### src/rtl/sdtc_pkg.sv
package sdtc_pkg;

    localparam int NB     = 4;
    localparam int BANK_W = 2;
    localparam int ROW_W  = 12;
    localparam int NV     = 7;

    // violation flag positions
    localparam int V_DBL    = 0;
    localparam int V_IDLE   = 1;
    localparam int V_RCD    = 2;
    localparam int V_RC     = 3;
    localparam int V_RRD    = 4;
    localparam int V_RASMIN = 5;
    localparam int V_RASMAX = 6;

    typedef enum logic [2:0] {
        CMD_NOP,
        CMD_ACT,
        CMD_RD,
        CMD_WR,
        CMD_PRE,
        CMD_PALL
    } cmd_e;

    typedef struct packed {
        cmd_e              kind;
        logic [BANK_W-1:0] bank;
        logic [ROW_W-1:0]  addr;
    } bus_cmd_t;

    function automatic int imax(input int a, input int b);
        return (a > b) ? a : b;
    endfunction

endpackage

### src/rtl/sdtc_decode.sv
module sdtc_decode
    import sdtc_pkg::*;
(
    input  logic              cs_n,
    input  logic              ras_n,
    input  logic              cas_n,
    input  logic              we_n,
    input  logic [BANK_W-1:0] bank_sel,
    input  logic [ROW_W-1:0]  addr,
    output bus_cmd_t          cmd
);

    always_comb begin
        cmd.bank = bank_sel;
        cmd.addr = addr;
        cmd.kind = CMD_NOP;
        if (!cs_n) begin
            case ({ras_n, cas_n, we_n})
                3'b011:  cmd.kind = CMD_ACT;
                3'b010:  cmd.kind = addr[10] ? CMD_PALL : CMD_PRE;
                3'b101:  cmd.kind = CMD_RD;
                3'b100:  cmd.kind = CMD_WR;
                default: cmd.kind = CMD_NOP;
            endcase
        end
    end

endmodule

### src/rtl/sdtc_bank.sv
module sdtc_bank
    import sdtc_pkg::*;
#(
    parameter int CW        = 6,
    parameter int CMAX      = 41,
    parameter int T_RCD     = 3,
    parameter int T_RC      = 9,
    parameter int T_RAS_MIN = 6,
    parameter int T_RAS_MAX = 40
) (
    input  logic             clk,
    input  logic             rst,
    input  logic             do_act,
    input  logic             do_pre,
    input  logic             do_acc,
    input  logic [ROW_W-1:0] row_in,
    output logic             active,
    output logic [ROW_W-1:0] row,
    output logic [NV-1:0]    evt
);

    localparam logic [CW-1:0] SAT     = CW'(CMAX);
    localparam logic [CW-1:0] LIM_RCD = CW'(T_RCD);
    localparam logic [CW-1:0] LIM_RC  = CW'(T_RC);
    localparam logic [CW-1:0] LIM_MIN = CW'(T_RAS_MIN);
    localparam logic [CW-1:0] LIM_MAX = CW'(T_RAS_MAX);

    logic [CW-1:0] since_act;

    always_ff @(posedge clk) begin
        if (rst) begin
            active    <= 1'b0;
            row       <= '0;
            since_act <= SAT;
        end else if (do_act) begin
            active    <= 1'b1;
            row       <= row_in;
            since_act <= CW'(1);
        end else begin
            if (since_act != SAT) since_act <= since_act + CW'(1);
            if (do_pre) active <= 1'b0;
        end
    end

    always_comb begin
        evt           = '0;
        evt[V_DBL]    = do_act && active;
        evt[V_IDLE]   = do_acc && !active;
        evt[V_RCD]    = do_acc && active && (since_act < LIM_RCD);
        evt[V_RC]     = do_act && (since_act < LIM_RC);
        evt[V_RASMIN] = do_pre && active && (since_act < LIM_MIN);
        evt[V_RASMAX] = active && (since_act > LIM_MAX);
    end

endmodule

### src/rtl/sdram_bank_monitor.sv
module sdram_bank_monitor
    import sdtc_pkg::*;
#(
    parameter int T_RCD     = 3,
    parameter int T_RC      = 9,
    parameter int T_RRD     = 2,
    parameter int T_RAS_MIN = 6,
    parameter int T_RAS_MAX = 40
) (
    input  logic                      clk,
    input  logic                      rst,
    input  logic                      cs_n,
    input  logic                      ras_n,
    input  logic                      cas_n,
    input  logic                      we_n,
    input  logic [BANK_W-1:0]         bank_sel,
    input  logic [ROW_W-1:0]          addr,
    output logic [NB-1:0]             bank_active,
    output logic [NB-1:0][ROW_W-1:0]  open_row,
    output logic [NV-1:0]             viol
);

    localparam int CMAX = imax(imax(T_RC, T_RRD), imax(T_RCD, imax(T_RAS_MIN, T_RAS_MAX + 1)));
    localparam int CW   = $clog2(CMAX + 1);
    localparam logic [CW-1:0] SAT     = CW'(CMAX);
    localparam logic [CW-1:0] LIM_RRD = CW'(T_RRD);

    bus_cmd_t      dc;
    logic [NV-1:0] bank_evt [NB];
    logic [NV-1:0] new_v;
    logic [CW-1:0] since_any;
    logic [BANK_W-1:0] last_bank;
    logic          rrd_evt;

    sdtc_decode u_dec (
        .cs_n     (cs_n),
        .ras_n    (ras_n),
        .cas_n    (cas_n),
        .we_n     (we_n),
        .bank_sel (bank_sel),
        .addr     (addr),
        .cmd      (dc)
    );

    for (genvar b = 0; b < NB; b++) begin : g_bank
        logic hit;
        assign hit = (dc.bank == BANK_W'(b));

        sdtc_bank #(
            .CW        (CW),
            .CMAX      (CMAX),
            .T_RCD     (T_RCD),
            .T_RC      (T_RC),
            .T_RAS_MIN (T_RAS_MIN),
            .T_RAS_MAX (T_RAS_MAX)
        ) u_bank (
            .clk    (clk),
            .rst    (rst),
            .do_act (hit && dc.kind == CMD_ACT),
            .do_pre ((hit && dc.kind == CMD_PRE) || dc.kind == CMD_PALL),
            .do_acc (hit && (dc.kind == CMD_RD || dc.kind == CMD_WR)),
            .row_in (dc.addr),
            .active (bank_active[b]),
            .row    (open_row[b]),
            .evt    (bank_evt[b])
        );
    end

    // spacing between activates of different banks
    always_ff @(posedge clk) begin
        if (rst) begin
            since_any <= SAT;
            last_bank <= '0;
        end else if (dc.kind == CMD_ACT) begin
            since_any <= CW'(1);
            last_bank <= dc.bank;
        end else if (since_any != SAT) begin
            since_any <= since_any + CW'(1);
        end
    end

    assign rrd_evt = (dc.kind == CMD_ACT) && (dc.bank != last_bank) && (since_any < LIM_RRD);

    always_comb begin
        new_v = '0;
        for (int b = 0; b < NB; b++) new_v = new_v | bank_evt[b];
        new_v[V_RRD] = new_v[V_RRD] | rrd_evt;
    end

    always_ff @(posedge clk) begin
        if (rst) viol <= '0;
        else     viol <= viol | new_v;
    end

endmodule

### config.mk
export PLATFORM = sky130hd
export DESIGN_NAME = sdram_bank_monitor
export DESIGN_NICKNAME = d
export VERILOG_FILES = /design/src/rtl/sdtc_pkg.sv /design/src/rtl/sdtc_decode.sv /design/src/rtl/sdtc_bank.sv /design/src/rtl/sdram_bank_monitor.sv
export SDC_FILE = /design/constraint.sdc
export NUM_CORES = 1
export LEC_CHECK = 0
export BUFFER_PORTS_ARGS = -buffer_cell sky130_fd_sc_hd__buf_2
export CORE_ASPECT_RATIO = 0.9
export CORE_UTILIZATION = 40
export CTS_CLUSTER_DIAMETER = 150
export DETAILED_ROUTE_END_ITERATION = 8
export PLACE_DENSITY_LB_ADDON = 0.25
export SYNTH_ARGS = -nofsm -noshare
export SYNTH_HDL_FRONTEND = slang
export SYNTH_SLANG_ARGS = --single-unit
export TNS_END_PERCENT = 10
### constraint.sdc
create_clock -name clk -period 1.4 [get_ports clk]
set_input_delay 0.14 -clock clk [delete_from_list [all_inputs] [get_ports clk]]
set_output_delay 0.14 -clock clk [all_outputs]
set_load 0.005 [all_outputs]
==> results.yml <==
clock_network:
  clockBufferDepth: 2
  cts.htree.levels: 3
  clock-sinks: 91
  hold_buffers: 0
  clock-root-buffer: "clkbuf_8"
  cts_buffers: 9
  clk_pin_slew_ns: 0.10
  insertion_delay_ns: 0.37
  tritoncts: "built"
setup_path:
  cp_data_arrival_time_ns: 1.78
  path_class: "reg2reg"
  crit_fanout: 2
  end_kind: "register"
  ff2ff_setup_slack_ns: -0.08
  required_ns: 1.70
  start_kind: "register"
grt:
  antenna_found_initial: 0
  grtUsageTotal: 0.2057
  grt_max_degree: 39
  grt_pass1_wl_um: 16330
  overflow: 0
  grt_pass1_vias: 3277
synthesis:
  yosys.area.top_type: "dfxtp_1"
  avgSynthCellArea_sq_um: 8.240
  synthTopCellsByArea: "dfxtp_1 46%, nand2_1 11%, a21oi_1 8.6%"
  ys_warn_count: 0
  syn_inst: 480
  yosysTopAreaCellShare: 0.4606
  synth.distinct_cells: 43
  syn_area_sq_um: 3955
  syn_nets: 514
  ys_ff_latch: 91
  ys_seq_area_frac: 0.4606
routing:
  totalWireLength_um: 10640
  drt_pre_antenna_iters: 4
  drc: 0
  vias_per_cell: 5.103
  wire_per_inst_um: 14.95
  via_count: 3633
  antenna_left: 0
  drt_iter0_markers: 159
timing:
  hold_viol: 0
  setup_violations: 2
  fin_ws_ns: -0.08022
  relSlewSlack: 0.7714
  clock-skew-final_ns: 0.01191
  worst_pin_slew_ns: 0.3343
  grt_setup_unrepaired: "true"
  drv_slew: 0
  period_minus_slack_ns: 1.480
  fin_crit_sh: 1.057
  fmax_mhz: 675.6
finish:
  finalInstanceArea_sq_um: 5054
  fillers: 911
  syn_to_final_growth_pct: 27.78
  drive_gt1_frac: 0.2884
  seqCellArea_sq_um: 1831
  multiInputGateArea_sq_um: 2053
  nets: 615
  antennaDiodeCount: 0
pwr:
  power_density_nw_per_um2: 1276
  p_total_mw: 6.448
  cellLeakagePower_nw: 2.119
  irDropWorstVdd_uv: 585.2
floorplanning:
  io_pins: 79
  start_util: 0.4096
  fp.dieW_um: 106.8
  dieArea_sq_um: 10290
  core_area_sq_um: 9657
  rows: 34
  die_h_um: 96.34
status:
  outcome: "finished with violations"
  violations: "negative setup slack"
placed_design:
  post-dp-hpwl_um: 7467
  placedInstanceArea_sq_um: 4710
  placement.io_buffers: 78
  gp_congestion: 0.8565
min_path:
  hold_class: "in2reg"
flow_run:
  drv_cap: 0
==> timing repair <==
item	CTS	global route
endpoints found under the setup margin	6	15
pin swaps	3	10
gates resized for setup	2	28
setup buffers	0	4
==> path summary, 6_finish.rpt <==
| kind | depth (start not counted) | startpoint | to |
|---|---|---|---|
| setup / recovery | 7 | g_bank[3].u_bank.since_act[1] | viol[3] |
| hold / removal | 3 | addr[3] | g_bank[0].u_bank.row[3] |
| setup reg to reg | 7 | g_bank[3].u_bank.since_act[1] | viol[3] |
| hold reg to reg | 2 | g_bank[2].u_bank.row[10] | g_bank[2].u_bank.row[10] |
==> state kept, by name, summed over array words and instances, names as in the netlist <==
signal	count
since_any	6
g_bank.u_bank.active	4
g_bank.u_bank.since_act	24
last_bank	2
viol	7
g_bank.u_bank.row	48
==> metal layers <==
metal | track usage | wire length [um] | vias up
li1 | - | - | 1804
met1 | 0.2872 | 4911 | 1713
met2 | 0.3043 | 4947 | 94
met3 | 0.04807 | 580 | 22
met4 | 0.08333 | 203 | 0
met5 | 0 | 0 | -
==> through the flow <==
stage / utilization / setup WS (ns) / hold slack, ns / setup TNS (ns) / std cells
global route: 0.5233 / -0.1953 / 0.03421 / -0.8375 / 712
detailed placement: 0.4877 / -0.1127 / 0.4397 / -2.130 / 692
global placement: 0.4877 / -0.07216 / 0.4394 / -0.9988 / 692
CTS: 0.5088 / -0.04368 / 0.03756 / -0.08299 / 708
floorplan: - / -0.01815 / 0.2760 / -0.01815 / 480
finish: 0.5233 / -0.08022 / 0.05114 / -0.1424 / 712
==> where the power goes <==
| group | internal, mW | switching, mW |
|---|---|---|
| Combinational | 0.887 | 0.859 |
| Sequential | 2.78 | 0.154 |
| Clock | 0.733 | 1.04 |
| Total | 4.40 | 2.05 |
==> cell usage after synthesis (all sizes together) <==
cell type and n:
nand2 118, dfxtp 91, a21oi 69, nor2 34, buf 17, xnor2 15, clkbuf 14, ha 14
nand3 13, nor3 12, xor2 12, inv 10, a21o 8, a31oi 6, and3 6, o21ai 6
nand2b 5, nor4bb 4, o21bai 4, nor4b 3, a2111oi 2, a211oi 2, and2 2, nand4 2
or4b 2, a41oi 1, mux2i 1, mux4 1, nor2b 1, nor3b 1, o22ai 1, o2bb2ai 1
o41ai 1, or3 1
==> kinds of logic (layout without fill, tap and decap cells) <==
| kind of cell | count (synthesis) | after routing | synth area share |
|---|---|---|---|
| flip-flops | 91 | 91 | 0.4606 |
| multiplexers | 2 | 2 | 0.008225 |
| AO/OA/AOI/OAI | 101 | 101 | 0.1458 |
| buffers and inverters | 41 | 147 | 0.05030 |
| XOR/XNOR | 27 | 27 | 0.05979 |
| AND/OR/NAND/NOR | 204 | 204 | 0.2309 |
| adder cells (fa/ha/maj) | 14 | 14 | 0.04429 |
==> critical path, cell delays in order, from the launching register on <==
cell and delay (ns):
dfxtp_2 0.33, inv_2 0.06, ha_1 0.15, nand2b_1 0.11, a2111oi_4 0.31, a21oi_1 0.08, or3_1 0.30, o21ai_1 0.07
==> final cells by class <==
cell class                      instances  share of cell area
Tap cell                              126             0.03120
Clock inverter                          6             0.01065
Sequential cell                        91              0.3622
Multi-Input combinational cell        348              0.4063
Clock buffer                           10             0.02723
Inverter                               10            0.007428
Timing Repair Buffer                  121              0.1550
==> cell usage in the layout (no fill, tap or decap), types with 2 or more instances in the layout <==
cell	instances
nand2_1	115
dfxtp_1	84
buf_2	78
a21oi_1	66
buf_4	36
nor2_1	32
xnor2_1	15
nand3_1	13
ha_1	13
xor2_1	12
nor3_1	12
clkbuf_8	10
a21o_1	8
dfxtp_2	7
inv_1	6
and3_1	6
a31oi_1	6
o21ai_1	5
nand2b_1	5
buf_12	5
inv_2	4
o21bai_1	4
inv_6	4
nor4bb_4	3
nand2_2	3
a21oi_2	3
and2_1	2
nand4_1	2
nor4b_2	2
a211oi_2	2
buf_6	2
(Power assumes the default switching activity.)
